--- src/rtl/msc_pkg.sv ---
package msc_pkg;
    localparam int ADDR_W = 8;
    localparam int DATA_W = 16;
    localparam int ID_W   = 3;

    typedef enum logic [1:0] {
        OP_RD  = 2'd0,
        OP_WR  = 2'd1,
        OP_WB  = 2'd2,
        OP_TOK = 2'd3
    } ring_op_e;

    typedef enum logic [1:0] {
        LN_I = 2'd0,
        LN_S = 2'd1,
        LN_M = 2'd2
    } line_st_e;

    typedef struct packed {
        ring_op_e            op;
        logic [ADDR_W-1:0]   addr;
        logic [DATA_W-1:0]   data;
        logic                dv;
        logic [ID_W-1:0]     src;
    } ring_msg_t;

    localparam int MSG_W = $bits(ring_msg_t);
endpackage

--- src/rtl/msc_fifo.sv ---
module msc_fifo #(
    parameter int W  = 8,
    parameter int AW = 2
) (
    input  logic         clk,
    input  logic         rst_n,
    input  logic         push,
    input  logic [W-1:0] din,
    input  logic         pop,
    output logic [W-1:0] dout,
    output logic         full,
    output logic         empty
);
    localparam int DEPTH = 1 << AW;

    logic [W-1:0]  mem_q [DEPTH];
    logic [AW-1:0] wp_q, wp_d, rp_q, rp_d;
    logic [AW:0]   cnt_q, cnt_d;

    always_comb begin
        wp_d  = push ? wp_q + AW'(1) : wp_q;
        rp_d  = pop  ? rp_q + AW'(1) : rp_q;
        cnt_d = cnt_q;
        if (push && !pop) cnt_d = cnt_q + (AW+1)'(1);
        if (pop && !push) cnt_d = cnt_q - (AW+1)'(1);
    end

    always_ff @(posedge clk or negedge rst_n) begin
        if (!rst_n) begin
            wp_q  <= '0;
            rp_q  <= '0;
            cnt_q <= '0;
        end else begin
            wp_q  <= wp_d;
            rp_q  <= rp_d;
            cnt_q <= cnt_d;
        end
    end

    always_ff @(posedge clk) begin
        if (push) mem_q[wp_q] <= din;
    end

    assign dout  = mem_q[rp_q];
    assign full  = (cnt_q == (AW+1)'(DEPTH));
    assign empty = (cnt_q == '0);

    // storage never overruns or underruns
    a_r11_no_overflow: assert property (@(posedge clk) disable iff (!rst_n)
        push |-> !full);
    a_r11_no_underflow: assert property (@(posedge clk) disable iff (!rst_n)
        pop |-> !empty);
endmodule

--- src/rtl/msc_lines.sv ---
module msc_lines
    import msc_pkg::*;
#(
    parameter int IDX_W = 2,
    parameter int TAG_W = 6
) (
    input  logic              clk,
    input  logic              rst_n,
    input  logic [IDX_W-1:0]  idx,
    output line_st_e          rd_st,
    output logic [TAG_W-1:0]  rd_tag,
    output logic [DATA_W-1:0] rd_data,
    input  logic              wr_en,
    input  line_st_e          wr_st,
    input  logic [TAG_W-1:0]  wr_tag,
    input  logic [DATA_W-1:0] wr_data
);
    localparam int LINES = 1 << IDX_W;

    line_st_e          st_q  [LINES];
    logic [TAG_W-1:0]  tag_q [LINES];
    logic [DATA_W-1:0] dat_q [LINES];

    always_ff @(posedge clk or negedge rst_n) begin
        if (!rst_n) begin
            for (int i = 0; i < LINES; i++) st_q[i] <= LN_I;
        end else if (wr_en) begin
            st_q[idx] <= wr_st;
        end
    end

    always_ff @(posedge clk) begin
        if (wr_en) begin
            tag_q[idx] <= wr_tag;
            dat_q[idx] <= wr_data;
        end
    end

    assign rd_st   = st_q[idx];
    assign rd_tag  = tag_q[idx];
    assign rd_data = dat_q[idx];
endmodule

--- src/rtl/ring_msi_ctrl.sv ---
module ring_msi_ctrl
    import msc_pkg::*;
#(
    parameter logic [ID_W-1:0] MY_ID   = 3'd1,
    parameter int              IDX_W   = 2,
    parameter int              FIFO_AW = 2
) (
    input  logic              clk,
    input  logic              rst_n,
    input  logic              cpu_req_valid,
    output logic              cpu_req_ready,
    input  logic              cpu_req_write,
    input  logic [ADDR_W-1:0] cpu_req_addr,
    input  logic [DATA_W-1:0] cpu_req_wdata,
    output logic              cpu_rsp_valid,
    output logic [DATA_W-1:0] cpu_rsp_rdata,
    input  logic              ring_in_valid,
    output logic              ring_in_ready,
    input  logic [1:0]        ring_in_op,
    input  logic [ADDR_W-1:0] ring_in_addr,
    input  logic [DATA_W-1:0] ring_in_data,
    input  logic              ring_in_dv,
    input  logic [ID_W-1:0]   ring_in_src,
    output logic              ring_out_valid,
    input  logic              ring_out_ready,
    output logic [1:0]        ring_out_op,
    output logic [ADDR_W-1:0] ring_out_addr,
    output logic [DATA_W-1:0] ring_out_data,
    output logic              ring_out_dv,
    output logic [ID_W-1:0]   ring_out_src
);
    localparam int         TAG_W     = ADDR_W - IDX_W;
    localparam logic [1:0] PEND_IDLE = 2'd0;
    localparam logic [1:0] PEND_REQ  = 2'd1;
    localparam logic [1:0] PEND_WB   = 2'd2;

    typedef struct packed {
        logic              slot_v;
        logic              slot_wr;
        logic              slot_miss;
        logic [ADDR_W-1:0] slot_addr;
        logic [DATA_W-1:0] slot_wdata;
        logic [1:0]        pend;
        logic              tok;
        logic              rsp_v;
        logic [DATA_W-1:0] rsp_data;
    } ctl_s;

    ctl_s s_q, s_d;

    ring_msg_t in_din, in_head, out_msg, out_head;
    logic      in_push, in_pop, in_full, in_empty;
    logic      out_push, out_pop, out_full, out_empty;

    // ring edge
    assign in_din        = '{op: ring_op_e'(ring_in_op), addr: ring_in_addr,
                             data: ring_in_data, dv: ring_in_dv, src: ring_in_src};
    assign ring_in_ready = !in_full;
    assign in_push       = ring_in_valid && !in_full;

    assign ring_out_valid = !out_empty;
    assign out_pop        = ring_out_valid && ring_out_ready;
    assign ring_out_op    = out_head.op;
    assign ring_out_addr  = out_head.addr;
    assign ring_out_data  = out_head.data;
    assign ring_out_dv    = out_head.dv;
    assign ring_out_src   = out_head.src;

    msc_fifo #(.W(MSG_W), .AW(FIFO_AW)) u_in_q (
        .clk(clk), .rst_n(rst_n), .push(in_push), .din(in_din),
        .pop(in_pop), .dout(in_head), .full(in_full), .empty(in_empty));

    msc_fifo #(.W(MSG_W), .AW(FIFO_AW)) u_out_q (
        .clk(clk), .rst_n(rst_n), .push(out_push), .din(out_msg),
        .pop(out_pop), .dout(out_head), .full(out_full), .empty(out_empty));

    // line store
    logic              ring_go;
    logic [ADDR_W-1:0] look_addr;
    logic [IDX_W-1:0]  look_idx;
    logic [TAG_W-1:0]  look_tag;
    line_st_e          ln_st;
    logic [TAG_W-1:0]  ln_tag;
    logic [DATA_W-1:0] ln_data;
    logic              ln_hit;
    logic              wr_en;
    line_st_e          wr_st;
    logic [DATA_W-1:0] wr_data;
    logic              own_fill, own_wb;

    assign ring_go   = !in_empty && !out_full;
    assign look_addr = ring_go ? in_head.addr : s_q.slot_addr;
    assign look_idx  = look_addr[IDX_W-1:0];
    assign look_tag  = look_addr[ADDR_W-1:IDX_W];
    assign ln_hit    = (ln_st != LN_I) && (ln_tag == look_tag);

    msc_lines #(.IDX_W(IDX_W), .TAG_W(TAG_W)) u_lines (
        .clk(clk), .rst_n(rst_n), .idx(look_idx),
        .rd_st(ln_st), .rd_tag(ln_tag), .rd_data(ln_data),
        .wr_en(wr_en), .wr_st(wr_st), .wr_tag(look_tag), .wr_data(wr_data));

    assign own_fill = (in_head.src == MY_ID) && (s_q.pend == PEND_REQ)
                    && ((in_head.op == OP_RD) || (in_head.op == OP_WR));
    assign own_wb   = (in_head.src == MY_ID) && (s_q.pend == PEND_WB)
                    && (in_head.op == OP_WB);

    assign cpu_req_ready = !s_q.slot_v && (s_q.pend == PEND_IDLE);
    assign cpu_rsp_valid = s_q.rsp_v;
    assign cpu_rsp_rdata = s_q.rsp_data;

    always_comb begin
        s_d      = s_q;
        s_d.rsp_v = 1'b0;
        in_pop   = 1'b0;
        out_push = 1'b0;
        out_msg  = in_head;
        wr_en    = 1'b0;
        wr_st    = ln_st;
        wr_data  = ln_data;

        if (ring_go) begin
            in_pop   = 1'b1;
            out_push = 1'b1;
            if (in_head.op == OP_TOK) begin
                if (s_q.slot_v && s_q.slot_miss && (s_q.pend == PEND_IDLE)) begin
                    out_msg  = '{op: (s_q.slot_wr ? OP_WR : OP_RD), addr: s_q.slot_addr,
                                 data: '0, dv: 1'b0, src: MY_ID};
                    s_d.tok  = 1'b1;
                    s_d.pend = PEND_REQ;
                end
            end else if (own_fill) begin
                wr_en   = 1'b1;
                wr_st   = (in_head.op == OP_WR) ? LN_M : LN_S;
                wr_data = (in_head.op == OP_WR) ? s_q.slot_wdata : in_head.data;
                out_msg = '{op: OP_WB, addr: in_head.addr, data: wr_data,
                            dv: 1'b1, src: MY_ID};
                s_d.pend      = PEND_WB;
                s_d.rsp_v     = 1'b1;
                s_d.rsp_data  = wr_data;
                s_d.slot_v    = 1'b0;
                s_d.slot_miss = 1'b0;
            end else if (own_wb) begin
                out_msg  = '{op: OP_TOK, addr: '0, data: '0, dv: 1'b0, src: MY_ID};
                s_d.pend = PEND_IDLE;
                s_d.tok  = 1'b0;
            end else if (ln_hit && (in_head.op != OP_WB)) begin
                out_msg.data = ln_data;
                out_msg.dv   = 1'b1;
                if (in_head.op == OP_WR) begin
                    wr_en = 1'b1;
                    wr_st = LN_I;
                end else if (ln_st == LN_M) begin
                    wr_en = 1'b1;
                    wr_st = LN_S;
                end
            end
        end else if (s_q.slot_v && !s_q.slot_miss && (s_q.pend == PEND_IDLE)) begin
            if (!s_q.slot_wr && ln_hit) begin
                s_d.rsp_v    = 1'b1;
                s_d.rsp_data = ln_data;
                s_d.slot_v   = 1'b0;
            end else if (s_q.slot_wr && ln_hit && (ln_st == LN_M)) begin
                wr_en        = 1'b1;
                wr_st        = LN_M;
                wr_data      = s_q.slot_wdata;
                s_d.rsp_v    = 1'b1;
                s_d.rsp_data = s_q.slot_wdata;
                s_d.slot_v   = 1'b0;
            end else begin
                s_d.slot_miss = 1'b1;
            end
        end

        if (cpu_req_valid && cpu_req_ready) begin
            s_d.slot_v     = 1'b1;
            s_d.slot_wr    = cpu_req_write;
            s_d.slot_miss  = 1'b0;
            s_d.slot_addr  = cpu_req_addr;
            s_d.slot_wdata = cpu_req_wdata;
        end
    end

    always_ff @(posedge clk or negedge rst_n) begin
        if (!rst_n) s_q <= '0;
        else        s_q <= s_d;
    end

    // own requests leave only in exchange for a consumed token
    a_r2_token_gate: assert property (@(posedge clk) disable iff (!rst_n)
        (out_push && (out_msg.src == MY_ID) && ((out_msg.op == OP_RD) || (out_msg.op == OP_WR)))
        |-> (in_pop && (in_head.op == OP_TOK)));
    // token is held for the whole outstanding transaction
    a_r2_token_held: assert property (@(posedge clk) disable iff (!rst_n)
        (s_q.pend != PEND_IDLE) |-> s_q.tok);
    // pending only leaves the writeback phase on its own returning WriteBack
    a_r8_release: assert property (@(posedge clk) disable iff (!rst_n)
        (($past(s_q.pend) == PEND_WB) && (s_q.pend == PEND_IDLE))
        |-> $past(in_pop && (in_head.op == OP_WB)));
    a_r8_pend_legal: assert property (@(posedge clk) disable iff (!rst_n)
        s_q.pend != 2'd3);
    // no new CPU request accepted while a transaction is open
    a_r10_stall: assert property (@(posedge clk) disable iff (!rst_n)
        (s_q.pend != PEND_IDLE) |-> !cpu_req_ready);
    // every consumed ring message produces exactly one outgoing message
    a_r11_conserve: assert property (@(posedge clk) disable iff (!rst_n)
        in_pop |-> (out_push && !out_full));
endmodule

--- config.mk ---
export PLATFORM = sky130hd
export DESIGN_NAME = ring_msi_ctrl
export DESIGN_NICKNAME = d
export VERILOG_FILES = /design/src/rtl/msc_pkg.sv /design/src/rtl/msc_fifo.sv /design/src/rtl/msc_lines.sv /design/src/rtl/ring_msi_ctrl.sv
export SDC_FILE = /design/constraint.sdc
export NUM_CORES = 1
export LEC_CHECK = 0
export BUFFER_PORTS_ARGS = -buffer_cell sky130_fd_sc_hd__buf_2
export CAP_MARGIN = 20
export CORE_UTILIZATION = 57
export CTS_BUF_LIST = sky130_fd_sc_hd__clkbuf_4 sky130_fd_sc_hd__clkbuf_8
export DETAILED_ROUTE_END_ITERATION = 10
export GPL_TIMING_DRIVEN = 0
export PLACE_DENSITY = 0.79
export SETUP_SLACK_MARGIN = 0.2
export SYNTH_ARGS = -nofsm -noshare
export SYNTH_HDL_FRONTEND = slang
export SYNTH_SLANG_ARGS = --single-unit
--- constraint.sdc ---
create_clock -name clk -period 5.41 [get_ports clk]
set_clock_uncertainty 0.05 [all_clocks]
set_input_delay 0 -clock clk [delete_from_list [all_inputs] [get_ports clk]]
set_output_delay 0 -clock clk [all_outputs]
set_load 0.005 [all_outputs]
# Word level (Yosys, flattened, before mapping)
# Memory sizes are Yosys's and may differ from the RTL's.
# Index checks and enable logic that the tools add are counted.
dict set report word_totals {
  register_bits 68
  memories 4
  out_inout_bits 50
  in_bits 60
  mem_bits_rw 328
  word_cells 178
}
dict set report classes {
  n_reduce_logical 50
  addsub 8
  n_mux 77
  n_eq_ne 18
  n_bitwise 1
  magnitude_cmp 2
}
# memory depth word_bits rd rd_clocked_by_memory_dff write_ports line
set memory_table {}
lappend memory_table {u_in_q.mem_q 4 30 1 0 1 msc_fifo.sv:16} ;# logic [W-1:0] mem_q [DEPTH];
lappend memory_table {u_out_q.mem_q 4 30 1 0 1 msc_fifo.sv:16}
lappend memory_table {u_lines.dat_q 4 16 1 0 1 msc_lines.sv:22} ;# logic [DATA_W-1:0] dat_q [LINES];
lappend memory_table {u_lines.tag_q 4 6 1 0 1 msc_lines.sv:21} ;# logic [TAG_W-1:0] tag_q [LINES];
# operator count
set op_table {}
lappend op_table {{17-bit two-way mux} 8}
lappend op_table {{30-bit two-way mux} 4}
lappend op_table {{16-bit two-way mux} 7}
lappend op_table {{2-bit two-way mux} 15}
lappend op_table {{1-bit two-way mux} 29}
lappend op_table {{27-bit two-way mux} 1}
lappend op_table {{3-bit two-way mux} 8}
lappend op_table {{1-bit logical AND} 23}
lappend op_table {{1-bit zero test} 10}
lappend op_table {{10-bit two-way mux} 1}
lappend op_table {{3-bit by 2-bit != test with 1-bit output, second input constant} 3}
lappend op_table {{3-bit nonzero test} 3}
lappend op_table {{2-bit by 1-bit adder with 2-bit output, second input constant} 4}
lappend op_table {{8-bit bitwise mux} 1}
lappend op_table {{2-bit equality test, second input constant} 4}
lappend op_table {{8-bit two-way mux} 1}
lappend op_table {{4-bit AND reduction} 2}
lappend op_table {{2-bit nonzero test} 4}
lappend op_table {{3-bit by 1-bit adder with 3-bit output, second input constant} 2}
lappend op_table {{3-bit equality test, second input constant} 2}
lappend op_table {{6-bit equality test} 1}
lappend op_table {{3-bit zero test} 2}
lappend op_table {{3-bit by 1-bit subtractor with 3-bit output, second input constant} 2}
lappend op_table {{5-bit AND reduction} 1}
lappend op_table {{14 further kinds} 18}

# Longest topological paths before layout
# Gate-level depths: netlist of run 1.
dict set report logic_depth {
  ltp_word 18
  ltp_mapped 13
  ltp_nobuf 10
}

# Cells and area by module
# Synthesis of run 1 repeated with hierarchy kept, for this count alone.
dict set report hier_totals {
  cells_unflattened 987
  area_unflattened_um2 16966.3
}
# module seq_area_each_um2 cells_each n_inst area_per_inst_um2
set modules_own_cells {}
lappend modules_own_cells {{msc_fifo at u_in_q} 3778.6 193 1 4768.3}
lappend modules_own_cells {{msc_fifo at u_out_q} 3778.6 194 1 4767.1}
lappend modules_own_cells {ring_msi_ctrl 1151.1 460 1 3838.7}
lappend modules_own_cells {msc_lines 2842.7 140 1 3592.2}

# Worst setup path after synthesis of run 1
# OpenSTA, ideal clock, no wires.
dict set report synth_path {
  path_type {register -> register}
  start {register u_in_q.rp_q[0]}
  end {register u_lines.st_q[0] (netlist bit)}
  t_required_ns 5.235
  stages_incl_launch_ff 13
  path_slack_ns 0.355
  t_arrival_ns 4.880
  period_less_slack_ns 5.055
  n_path_buf 3
  setup_ns 0.125
  cell_sequence {dfrtp_1 -> buf_6 -> mux4_2 -> and3_1 -> buf_2 -> nor2_8 -> mux4_2 -> xnor2_1 -> and3_1 -> buf_2 -> a41oi_1 -> nor3_1 -> mux2_2}
}
dict set report synth_between {
  elab_chain_cells 15
  word_cells_on_any_way 53
  classes_between {order compare (2); eq/ne (7); mux (28); bitwise (1); reduce/logical (13); memory (2)}
}
# item line
set synth_rtl {}
lappend synth_rtl {{start: declaration} msc_fifo.sv:17} ;# logic [AW-1:0] wp_q, wp_d, rp_q, rp_d;
lappend synth_rtl {{start signal: assignment} msc_fifo.sv:35} ;# rp_q <= rp_d;
lappend synth_rtl {{memory 4 x 30 bit *} n/a}
lappend synth_rtl {{8-bit two-way mux} ring_msi_ctrl.sv:92} ;# assign look_addr = ring_go ? in_head.addr : s_q.slot_addr;
lappend synth_rtl {{2-bit NOT with 3-bit output (implied by the code)} {msc_lines.sv:28, msc_lines.sv:39}}
lappend synth_rtl {{2-bit binary-select mux with 2-bit select} msc_lines.sv:39} ;# assign rd_st = st_q[idx];
lappend synth_rtl {{2-bit two-way mux (implied by the code) (2 in series)} msc_lines.sv:39}
lappend synth_rtl {{2-bit equality test / 2-bit nonzero test (equally long branches)} {ring_msi_ctrl.sv:152, ring_msi_ctrl.sv:162, ring_msi_ctrl.sv:95}}
lappend synth_rtl {{2-bit two-way mux / 1-bit logical AND (equally long branches)} {ring_msi_ctrl.sv:152, ring_msi_ctrl.sv:95}}
lappend synth_rtl {{2-bit two-way mux (tied with other cells)} ring_msi_ctrl.sv:149} ;# if (in_head.op == OP_WR) begin
lappend synth_rtl {{2-bit two-way mux / 1-bit logical AND (equally long branches)} {ring_msi_ctrl.sv:146, ring_msi_ctrl.sv:162}}
lappend synth_rtl {{2-bit two-way mux (on tied branches)} {ring_msi_ctrl.sv:142, ring_msi_ctrl.sv:162}}
lappend synth_rtl {{2-bit two-way mux (on tied branches)} {ring_msi_ctrl.sv:131, ring_msi_ctrl.sv:158}}
lappend synth_rtl {{2-bit two-way mux (on tied branches)} {ring_msi_ctrl.sv:124, ring_msi_ctrl.sv:157}}
lappend synth_rtl {{2-bit two-way mux} ring_msi_ctrl.sv:121} ;# if (ring_go) begin
lappend synth_rtl {{8-bit bitwise mux} msc_lines.sv:28} ;# st_q[idx] <= wr_st;
lappend synth_rtl {{end signal: indexed assignment} msc_lines.sv:28}
lappend synth_rtl {{end: declaration} msc_lines.sv:20} ;# line_st_e st_q [LINES];
# Mark *: on every way between the ends. The rest lies on a longest branch, timed or not. The select of a mux whose other input is x is not followed.
# A chain may end at the register's enable or synchronous reset.

# Worst setup path in the final report of run 1
dict set report layout_path {
  start {register u_out_q.cnt_q[0]}
  end {register u_lines.st_q[2] (netlist bit)}
}
dict set report layout_between {
  elab_chain_cells 17
  word_cells_on_any_way 43
  classes_between {order compare (2); eq/ne (3); mux (27); bitwise (1); reduce/logical (9); memory (1)}
}
# item line
set layout_rtl {}
lappend layout_rtl {{start: declaration} msc_fifo.sv:18} ;# logic [AW:0] cnt_q, cnt_d;
lappend layout_rtl {{start signal: assignment} msc_fifo.sv:36} ;# cnt_q <= cnt_d;
lappend layout_rtl {{3-bit equality test *} msc_fifo.sv:45} ;# assign full = (cnt_q == (AW+1)'(DEPTH));
lappend layout_rtl {{1-bit zero test *} ring_msi_ctrl.sv:91} ;# assign ring_go = !in_empty && !out_full;
lappend layout_rtl {{1-bit logical AND *} ring_msi_ctrl.sv:91}
lappend layout_rtl {{8-bit two-way mux} ring_msi_ctrl.sv:92}
lappend layout_rtl {{2-bit NOT with 3-bit output (implied by the code)} {msc_lines.sv:28, msc_lines.sv:39}}
lappend layout_rtl {{2-bit binary-select mux with 2-bit select} msc_lines.sv:39}
lappend layout_rtl {{2-bit two-way mux (implied by the code) (2 in series)} msc_lines.sv:39}
lappend layout_rtl {{2-bit equality test / 2-bit nonzero test (equally long branches)} {ring_msi_ctrl.sv:152, ring_msi_ctrl.sv:162, ring_msi_ctrl.sv:95}}
lappend layout_rtl {{2-bit two-way mux / 1-bit logical AND (equally long branches)} {ring_msi_ctrl.sv:152, ring_msi_ctrl.sv:95}}
lappend layout_rtl {{2-bit two-way mux (tied with other cells)} ring_msi_ctrl.sv:149}
lappend layout_rtl {{2-bit two-way mux / 1-bit logical AND (equally long branches)} {ring_msi_ctrl.sv:146, ring_msi_ctrl.sv:162}}
lappend layout_rtl {{2-bit two-way mux (on tied branches)} {ring_msi_ctrl.sv:142, ring_msi_ctrl.sv:162}}
lappend layout_rtl {{2-bit two-way mux (on tied branches)} {ring_msi_ctrl.sv:131, ring_msi_ctrl.sv:158}}
lappend layout_rtl {{2-bit two-way mux (on tied branches)} {ring_msi_ctrl.sv:124, ring_msi_ctrl.sv:157}}
lappend layout_rtl {{2-bit two-way mux} ring_msi_ctrl.sv:121}
lappend layout_rtl {{8-bit bitwise mux} msc_lines.sv:28}
# Marked as above.

==> impl_metrics.yaml, run 1 <==
synthesis:
  ys_async_sr_fraction_pct: 17.2
  synth-main-ff-cell: "edfxtp_1"
  synth_nets: 1151
  syn_avg_cell_area_um2: 15.5
  yosysTopAreaCell: "edfxtp_1"
  synthTopCellsByArea: "edfxtp_1, dfrtp_1, mux4_2, nand2_1, mux2_2"
  synthTopCellsByCount: "edfxtp_1, nand2_1, dfrtp_1, mux4_2, o21ai_0"
  ys_seq_area_share_pct: 69.2
  syn_inst: 1079
  ys_types: 62
  netlist.area_leader.share_pct: 59.0
  synth-seq-cells: 396
  ys_warn_count: 0
  synth_area_um2: 16700
  synth_edf_count: 328
  yosysMostFrequentCell: "edfxtp_1"
power_and_ir_drop:
  p_leak_nw: 7.39
  p_seq_share_pct: 38.5
  clock_power_share_pct: 18.0
  ir_worst_vdd_mv: 0.324
  power_switching_w: 0.00525
  pwr-share-comb_pct: 43.5
  p_per_area_nw_per_um2: 695
  swShare_pct: 38.4
  p_int_w: 0.00843
route:
  drc: 0
  wirelength_mm: 38.6
  antenna_left: 0
  vias: 10500
  wire_per_inst_um: 22.1
  via_per_inst: 6.01
  drt_iter0_drc: 1040
  dr.pass1.iters: 5
finish:
  drive_above_1_share_pct: 26.4
  syn_to_final_growth_pct: 17.9
  fin_util_pct: 68.4
  final_cells: 1749
  nets: 1389
  fin_area_um2: 19700
  antenna_cells: 0
floorplan:
  num_rows: 62
  die_w_um: 173
  ios: 110
  die_area_um2: 30000
  core_area_um2: 28800
  start_util_pct: 58.0
  die_y_um: 173
cts:
  clk_path_buf_depth: 3
  insertion_delay_ns: 0.62
  cts_buffers: 61
  cts.clk_slew.worst_paths_ns: 0.06
  cts-root-buf: "clkbuf_8"
  cts_sinks: 396
  post_cts_buffers: 0
  cts_max_level: 2
  cts_tree: "yes"
worst_setup_path:
  startpoint_type: "register"
  worst_setup_path_end_kind: "register"
  critPathKind: "reg2reg"
  required_ns: 5.82
  cp_max_fo: 10
  arrival_ns: 5.24
  r2r_setup_slack_ns: 0.58
sta:
  setup_tns_ns: 0
  tightest_slew_ns: 0.918
  relSlewSlack_pct: 38.4
  fin_ws_ns: 0.583
  timing.fmax_mhz: 207
  rsz0062_at_grt: "no"
  setup_viol: 0
  finalMaxSlewViolations: 0
  finalHoldViolCount: 0
  fin_crit_sh_pct: 89.2
  period_minus_slack_ns: 4.83
placed_design:
  hpwl_mm: 26.1
  placed_cells: 1579
  placed_area_um2: 17900
  gp_congestion: 0.914
  io_buffers: 109
  pre_cts_slack_ns: 0.403
global_route:
  overflow: 0
  grtUsageTotal_pct: 26.4
  grt_max_degree: 67
  grt_pass1_wl_mm: 59.7
  antenna_found_initial: 0
  grt_pass1_vias: 10700
job:
  drv_cap: 0
min_path:
  hold_class: "in2reg"
run_status:
  status: "complete, no violations"
## kinds of logic after synthesis
logic type      count (synthesis)  synth area share (%)
buf+inv                        95                  2.61
fa+ha+maj                      12                 0.989
flops                         396                  69.2
simple gates                  263                  7.32
mux                           103                  10.9
compound gates                192                  8.03
xor+xnor                       18                 0.944
## flip-flops by register name, summed over array words and instances (netlist names), 2 cells and up
name / flops
s_q: 29
u_lines.dat_q: 64
u_in_q.mem_q: 120
u_out_q.cnt_q: 3
u_out_q.wp_q: 2
cpu_rsp_rdata: 16
u_lines.st_q: 8
u_out_q.mem_q: 120
u_lines.tag_q: 24
u_out_q.rp_q: 2
u_in_q.cnt_q: 3
u_in_q.wp_q: 2
u_in_q.rp_q: 2
## per-layer routing
layer  global-route usage [%]  routed length [µm]
met3                     6.71                3650
met1                     36.6               16000
met4                     9.40                1120
met2                     40.8               17800
met5                     1.92                  76
## cells in the final DEF, fill, tap and decap left out, types with 6 or more instances in the layout
master / n
edfxtp_1: 328
nand2_1: 141
buf_2: 117
dfrtp_1: 68
clkbuf_8: 67
mux4_2: 60
dlygate4sd3_1: 59
o21ai_0: 42
clkbuf_1: 38
mux2_2: 32
nor2_1: 28
clkbuf_4: 28
nand3_1: 26
a21oi_1: 25
inv_1: 21
a21o_1: 20
a221o_1: 18
and3_1: 18
buf_4: 17
a31oi_1: 14
a211oi_1: 14
mux2i_1: 11
xnor2_1: 11
ha_1: 10
a22oi_1: 9
clkinv_1: 9
and3_2: 8
buf_1: 8
a22o_1: 7
nor3_1: 7
xor2_1: 7
a32o_1: 7
and2_1: 6
clkinv_2: 6
## critical path, stage by stage (launching register included)
cell	delay [ns]
dfrtp_1	0.43
or3b_1	0.38
buf_2	0.19
a21oi_1	0.58
o21ai_0	0.16
a32o_1	0.25
xnor2_1	0.18
nor4_2	0.75
a41oi_1	0.45
nor3_2	0.67
buf_6	0.25
mux2_2	0.34
## final cells by class
class / count / area [µm²]
sequential: 396 / 11600
buffer: 72 / 349
timing repair buffer: 175 / 1240
inverter: 23 / 90.1
clock inverter: 16 / 98.8
multi-input combinational: 588 / 4730
fill: 1921 / 9100
clock buffer: 95 / 1130
tap: 384 / 480
## through the flow
step / hold slack (ns) / total power (W)
2_1_floorplan: -0.346 / 0.00907
4_1_cts: 0.0780 / 0.0136
3_5_place_dp: -0.244 / 0.0111
6_report: 0.0980 / 0.0137
3_3_place_gp: 0.161 / 0.0108
5_1_grt: 0.0934 / 0.0144
## worst paths after layout
check / from / to / cells after the start
worst max register to register: u_out_q.cnt_q[0] / u_lines.st_q[2] / 11
worst min register to register: cpu_rsp_rdata[11] / cpu_rsp_rdata[11] / 1
worst max-delay path: u_out_q.cnt_q[0] / u_lines.st_q[2] / 11
worst min-delay path: cpu_req_addr[1] / s_q[37] / 4
min in group asynchronous: rst_n / u_in_q.wp_q[0] / 3
max in group asynchronous: rst_n / s_q[32] / 4
## power by group through the flow
| stage | logic [W] | registers (W) | clock network, W |
|---|---|---|---|
| floorplan | 0.00389 | 0.00518 | 0 |
| global placement | 0.00556 | 0.00528 | 0 |
| detailed placement | 0.00579 | 0.00532 | 0 |
| CTS | 0.00585 | 0.00527 | 0.00249 |
| global route | 0.00640 | 0.00535 | 0.00264 |
| finish | 0.00595 | 0.00526 | 0.00247 |
## what timing repair did
item,in CTS,in global routing
hold buffers,59,0
setup endpoints to repair,0,22
hold endpoints to repair,217,0
resized for setup,0,1
Power figures use the tool's default switching activity.
==> run 2, diff against run 1 <==
--- a/config.mk
+++ b/config.mk
@@ -7,11 +7,11 @@
 export LEC_CHECK = 0
 export BUFFER_PORTS_ARGS = -buffer_cell sky130_fd_sc_hd__buf_2
 export CAP_MARGIN = 20
-export CORE_UTILIZATION = 57
+export CORE_UTILIZATION = 63
 export CTS_BUF_LIST = sky130_fd_sc_hd__clkbuf_4 sky130_fd_sc_hd__clkbuf_8
 export DETAILED_ROUTE_END_ITERATION = 10
 export GPL_TIMING_DRIVEN = 0
-export PLACE_DENSITY = 0.79
+export PLACE_DENSITY = 0.82
 export SETUP_SLACK_MARGIN = 0.2
 export SYNTH_ARGS = -nofsm -noshare
 export SYNTH_HDL_FRONTEND = slang
==> constraint.sdc (replaced) <==
create_clock -name clk -period 5.5 [get_ports clk]
set_clock_uncertainty 0.05 [all_clocks]
set_input_delay 0 -clock clk [delete_from_list [all_inputs] [get_ports clk]]
set_output_delay 0 -clock clk [all_outputs]
set_load 0.005 [all_outputs]
==> run 2 against run 1 <==
Non-clock buffer count stayed put. First-iteration DRC count rose by 20%. Sequential power fell by 1%. Combinational power shrank 3%. Wire length rose by 1.9%. Highest routed layer is now met4.
==> impl_metrics.yaml, run 2 (same netlist as run 1, synthesis figures left out) <==
finish:
  regArea_um2: 11600
  n_fill_cell: 1555
  layout_common_cells: "edfxtp_1, nand2_1, buf_2"
  nets: 1388
  final_cells: 1703
  antenna_cells: 0
  multi_input_area_um2: 4730
  drive_above_1_share_pct: 26.7
  top_regs: "u_in_q.mem_q: 120 flops, u_out_q.mem_q: 120 flops, u_lines.dat_q: 64 flops"
  final_common_cell: "edfxtp_1"
  syn_to_final_growth_pct: 18.2
cts:
  cts_max_level: 2
  insertion_delay_ns: 0.62
  cts_tree: "yes"
  cts_buffers: 60
  post_cts_buffers: 0
  cts.clk_slew.worst_paths_ns: 0.06
  cts-root-buf: "clkbuf_8"
  clk_path_buf_depth: 3
  cts_sinks: 396
placed_design:
  pre_cts_slack_ns: 0.426
  gp_congestion: 0.937
  hpwl_mm: 25.6
  io_buffers: 109
  placed_cells: 1530
job:
  drv_cap: 0
global_route:
  grtUsageTotal_pct: 30.3
  antenna_found_initial: 0
  grt_pass1_wl_mm: 60.2
  grt_pass1_vias: 10700
  grt_max_degree: 67
  overflow: 0
min_path:
  hold_path_depth: 4
  min_from: "cpu_req_addr[0]"
  hold_class: "in2reg"
worst_setup_path:
  startpoint_type: "register"
  required_ns: 5.71
  cpMaxStageDelayCell: "a211oi_1"
  critPathKind: "reg2reg"
  cp_max_fo: 7
  arrival_ns: 5.21
  worstPathCellList: "buf_6, mux4_2, and3_1, buf_2, nor2_8, mux4_2, xnor2_1, nand4_1, nor3_1, a211oi_1, a211oi_1"
  worst_setup_path_end_kind: "register"
  critPathLaunch: "u_in_q.rp_q[0]"
  r2r-start: "u_in_q.rp_q[0]"
  reg2regPathDepth: 11
  max_stage_delay_ns: 0.82
route:
  drc: 0
  via_per_inst: 6.27
  wirelength_mm: 39.4
  routedLengthMet1_mm: 15.3
  antenna_left: 0
  dr_wl_met3_mm: 4.38
  top_layer: "met4"
  drt_iter0_drc: 1245
  wl_met2_mm: 18.5
  vias: 10700
  wire_per_inst_um: 23.1
  dr.pass1.iters: 5
floorplan:
  num_rows: 59
  die_y_um: 165
  core_area_um2: 26100
  die_w_um: 165
  start_util_pct: 64.1
  ios: 110
  die_area_um2: 27200
sta:
  fin_ws_ns: 0.500
  relSlewSlack_pct: 31.1
  finalHoldViolCount: 0
  rsz0062_at_grt: "no"
  setup_viol: 0
  tightest_slew_ns: 1.03
  timing.fmax_mhz: 200
  period_minus_slack_ns: 5.00
  fin_crit_sh_pct: 90.9
  finalMaxSlewViolations: 0
power_and_ir_drop:
  p_per_area_nw_per_um2: 691
  ir_worst_vdd_mv: 0.385
  p_leak_nw: 7.44
run_status:
  status: "complete, no violations"
[run 2: where the power goes]
part / switching [W] / total, W / internal [W]
clock: 0.00112 / 0.00264 / 0.00152
combinational: 0.00370 / 0.00580 / 0.00210
sequential: 0.000359 / 0.00520 / 0.00484
total: 0.00518 / 0.0136 / 0.00846
[run 2: worst max-delay path: cells and delay by family, from the launching register on]
family / cells / cell delay, ns
flops: 1 / 0.34
compound gates: 2 / 1.01
simple gates: 4 / 1.39
xor+xnor: 1 / 0.42
mux: 2 / 1.10
buf+inv: 2 / 0.33
[run 2: metrics by stage]
step | utilization, % | power, W | setup TNS, ns | hold WS, ns | instance area (µm²)
floorplan | - | 0.00893 | 0 | -0.346 | 16700
global placement | 67.8 | 0.0106 | -92.54 | 0.161 | 17700
detailed placement | 68.3 | 0.0109 | 0 | -0.246 | 17800
CTS | 75.7 | 0.0135 | 0 | 0.0663 | 19700
global route | 75.7 | 0.0144 | 0 | 0.0813 | 19700
finish | 75.7 | 0.0136 | 0 | 0.0914 | 19700
[run 2: worst paths after layout]
path / end / slack [ns]
min in group asynchronous: u_in_q.wp_q[0] / 0.25
worst min register to register: cpu_rsp_rdata[5] / 0.43
max in group asynchronous: cpu_rsp_rdata[6] / 4.51
worst min-delay path: s_q[36] / 0.09
worst max register to register: u_out_q.mem_q[0][18] / 0.50
worst max-delay path: u_out_q.mem_q[0][18] / 0.50
[run 2: metal layers]
| metal | vias up | global-route usage [%] |
|---|---|---|
| li1 | 4667 | - |
| met1 | 5255 | 42.0 |
| met2 | 644 | 48.0 |
| met3 | 106 | 6.88 |
| met4 | 0 | 10.6 |
| met5 | - | 0 |
[run 2: repair_timing]
action / in CTS / in global routing
hold endpoints to repair: 217 / 0
hold buffers: 59 / 0
resized for setup: 0 / 1
setup endpoints to repair: 0 / 4
[run 2: cell type report]
class / count / area share, %
buffer: 72 / 1.77
inverter: 23 / 0.456
clock buffer: 96 / 5.87
timing repair buffer: 175 / 6.31
clock inverter: 18 / 0.970
sequential: 396 / 58.5
tap: 335 / 2.12
multi-input combinational: 588 / 24.0
==> run 3, diff against run 2 <==
--- a/config.mk
+++ b/config.mk
@@ -15,4 +15,5 @@
 export SETUP_SLACK_MARGIN = 0.2
 export SYNTH_ARGS = -nofsm -noshare
 export SYNTH_HDL_FRONTEND = slang
+export SYNTH_HIERARCHICAL = 1
 export SYNTH_SLANG_ARGS = --single-unit
==> run 3 against run 2 <==
The flow now finishes with violations (design-rule violations). Wire length fell by 3.4%. Global-route usage fell by 2.0 points. Core utilization rose by 1.7 points. Hold slack got worse by 0.0012 ns. Largest cell class unchanged.
==> impl_metrics.yaml, run 3 <==
finish:
  drive_above_1_share_pct: 34.6
  multi_input_area_um2: 4850
  nets: 1316
  syn_to_final_growth_pct: 19.6
  antenna_cells: 0
  fin_area_um2: 20300
  fin_util_pct: 77.4
  regArea_um2: 11600
  layout_common_cells: "edfxtp_1, buf_2, mux4_2"
  top_regs: "u_in_q/mem_q: 120 flops, u_out_q/mem_q: 120 flops, u_lines/dat_q: 64 flops"
  final_common_cell: "edfxtp_1"
  n_fill_cell: 1405
route:
  drc: 6
  dr.pass1.iters: 9
  drt_iter0_drc: 1004
  wire_per_inst_um: 23.3
  wirelength_mm: 38.0
  antenna_left: 0
  vias: 10200
  via_per_inst: 6.23
sta:
  rsz0062_at_grt: "no"
  period_minus_slack_ns: 5.10
  tightest_slew_ns: 1.03
  timing.fmax_mhz: 196
  finalHoldViolCount: 0
  setup_viol: 0
  holdWs_ns: 0.0902
  fin_crit_sh_pct: 92.7
  finalMaxSlewViolations: 0
  relSlewSlack_pct: 31.0
worst_setup_path:
  path_depth: 22
  required_ns: 5.75
  endpoint: "u_lines/tag_q[2][3]"
  path_buf_inv: 10
  cpMaxStageDelayCell: "mux4_2"
  cp_max_fo: 11
  r2r-start: "u_out_q/cnt_q[0]"
  reg2regPathDepth: 22
  startpoint_type: "register"
  critPathKind: "reg2reg"
  worst_setup_path_end_kind: "register"
  r2r_setup_slack_ns: 0.40
  arrival_ns: 5.35
  cpMostUsedCell: "buf_6"
  worstPathCellList: "inv_1, and3_1, or2_1, buf_6, inv_4, buf_6, clkbuf_16, nand2_1, nand2_2, buf_8, buf_12, mux4_2, or2_1, a2111oi_4, nor2_2, nor3_4, and4_4, buf_6, nand2b_4, nand3b_1, clkinvlp_4, buf_4"
  critPathTopFamily: "simple AND/OR/NAND/NOR gates"
  timing.rr.end: "u_lines/tag_q[2][3]"
  max_stage_delay_ns: 0.54
  critPathLaunch: "u_out_q/cnt_q[0]"
synthesis:
  yosysMostFrequentCell: "edfxtp_1"
  synth_edf_count: 328
  netlist.area_leader.share_pct: 58.1
  yosysTopAreaCell: "edfxtp_1"
  synthTopCellsByCount: "edfxtp_1, mux4_2, dfrtp_1, nand2_1, nor2_1"
  synth_nets: 1059
  ys_warn_count: 6
  synth_area_um2: 17000
  syn_inst: 987
  synthTopCellsByArea: "edfxtp_1, mux4_2, dfrtp_1, mux2_2, mux2i_1"
  synth-main-ff-cell: "edfxtp_1"
  syn_avg_cell_area_um2: 17.2
  ys_seq_area_share_pct: 68.1
  ys_types: 62
  ys_async_sr_fraction_pct: 17.2
  synth-seq-cells: 396
floorplan:
  die_area_um2: 27600
  die_y_um: 166
  ios: 110
  die_w_um: 166
  start_util_pct: 64.7
  num_rows: 59
  core_area_um2: 26200
placed_design:
  io_buffers: 109
  placed_area_um2: 18000
  hpwl_mm: 24.0
  gp_congestion: 0.908
power_and_ir_drop:
  clock_power_share_pct: 19.5
  p_seq_share_pct: 38.6
  p_leak_nw: 7.58
  power_switching_w: 0.00474
  swShare_pct: 35.3
  p_per_area_nw_per_um2: 662
  p_int_w: 0.00869
  ir_worst_vdd_mv: 0.388
  pwr-share-comb_pct: 41.8
cts:
  cts.clk_slew.worst_paths_ns: 0.07
  insertion_delay_ns: 0.61
  clk_path_buf_depth: 3
  cts_tree: "yes"
  cts_sinks: 396
  cts_buffers: 61
  cts_max_level: 2
  cts-root-buf: "clkbuf_8"
min_path:
  hold_class: "in2reg"
run_status:
  status: "finished, violations left"
  violations: "design-rule violations"
global_route:
  grt_pass1_vias: 10100
  grtUsageTotal_pct: 28.3
  grt_max_degree: 63
  grt_pass1_wl_mm: 58.1
  overflow: 0
  antenna_found_initial: 0
job:
  drv_cap: 0
-- run 3: cell types whose count changed in the layout (fill, tap and decap cells not counted), moves of 16 or more --
cell	change
nand2_1	-81
o21ai_0	-31
clkbuf_1	-24
nand3_1	-24
a21oi_1	+23
nor2_1	+23
a221oi_1	+22
mux2i_1	+21
a21o_1	-19
mux4_2	+18
and3_1	-16
-- run 3: kinds of logic (layout without fill, tap and decap cells) --
| kind of cell | Yosys count | count (layout) | share of synthesized area [%] |
|---|---|---|---|
| and+or+nand+nor | 172 | 172 | 4.93 |
| adders and majority gates | 13 | 13 | 1.03 |
| xor gates and xnor gates | 14 | 14 | 0.723 |
| DFF | 396 | 396 | 68.1 |
| AOI/OAI and AO/OA | 146 | 146 | 6.16 |
| muxes | 150 | 150 | 15.4 |
| buffers and inverters | 96 | 404 | 3.65 |
-- run 3: worst min-delay path by stage --
stage	from	end	slack (ns)	cells after the start
floorplan	rst_n	cpu_rsp_rdata[0]	-0.35	0
global placement	ring_in_data[12]	u_in_q/mem_q[0][16]	0.16	1
detailed placement	rst_n	u_in_q/wp_q[0]	-0.22	1
CTS	ring_in_addr[4]	u_in_q/mem_q[2][24]	0.06	2
global route	ring_in_addr[4]	u_in_q/mem_q[2][24]	0.08	2
finish	ring_in_addr[4]	u_in_q/mem_q[2][24]	0.09	2
-- run 3: what timing repair did --
item / CTS / global route
resized for setup: 12 / 15
hold buffers: 59 / 0
cloned: 2 / 1
buffers inserted: 12 / 7
pin swaps: 3 / 1
hold endpoints to repair: 217 / 0
setup endpoints to repair: 237 / 197
-- run 3: worst register-to-register path, cell delays in order, from the launching register on --
cell and delay (ns):
dfrtp_1 0.36, inv_1 0.08, and3_1 0.23, or2_1 0.27
buf_6 0.16, inv_4 0.08, buf_6 0.17, clkbuf_16 0.19
nand2_1 0.08, nand2_2 0.10, buf_8 0.15, buf_12 0.16
mux4_2 0.55, or2_1 0.26, a2111oi_4 0.37, nor2_2 0.11
nor3_4 0.25, and4_4 0.27, buf_6 0.16, nand2b_4 0.17
nand3b_1 0.24, clkinvlp_4 0.20, buf_4 0.16
-- run 3: metal layers --
layer / GRT usage [%] / wire length (µm) / vias to the layer above
met5: 0 / 0 / -
met4: 10.6 / 1310 / 0
met3: 5.67 / 3500 / 105
met2: 46.0 / 18600 / 573
met1: 38.5 / 14600 / 5081
li1: - / - / 4397
-- run 3: stage by stage --
stage	setup TNS [ns]	std cells	power, W	setup WS, ns
2_1_floorplan	0	987	0.00886	0.247
3_3_place_gp	-86.28	1431	0.0104	-1.21
3_5_place_dp	-75.31	1435	0.0106	-0.969
4_1_cts	0	1622	0.0133	0.215
5_1_grt	0	1630	0.0140	0.193
6_report	0	1630	0.0134	0.401
-- run 3: cell type report --
type | instances | area share (%)
Inverter | 29 | 0.586
Buffer | 67 | 2.75
Clock buffer | 95 | 5.77
Timing Repair Buffer | 192 | 7.06
Timing Repair inverter | 2 | 0.0740
Multi-Input combinational cell | 495 | 23.9
Tap cell | 335 | 2.07
Clock inverter | 19 | 0.857
Sequential cell | 396 | 56.9
-- run 3: power by group through the flow --
| stage | sequential [W] | clock [W] | combinational [W] |
|---|---|---|---|
| 2_1_floorplan | 0.00508 | 0 | 0.00379 |
| 3_3_place_gp | 0.00518 | 0 | 0.00519 |
| 3_5_place_dp | 0.00523 | 0 | 0.00535 |
| 4_1_cts | 0.00518 | 0.00264 | 0.00546 |
| 5_1_grt | 0.00526 | 0.00278 | 0.00600 |
| 6_report | 0.00519 | 0.00262 | 0.00562 |
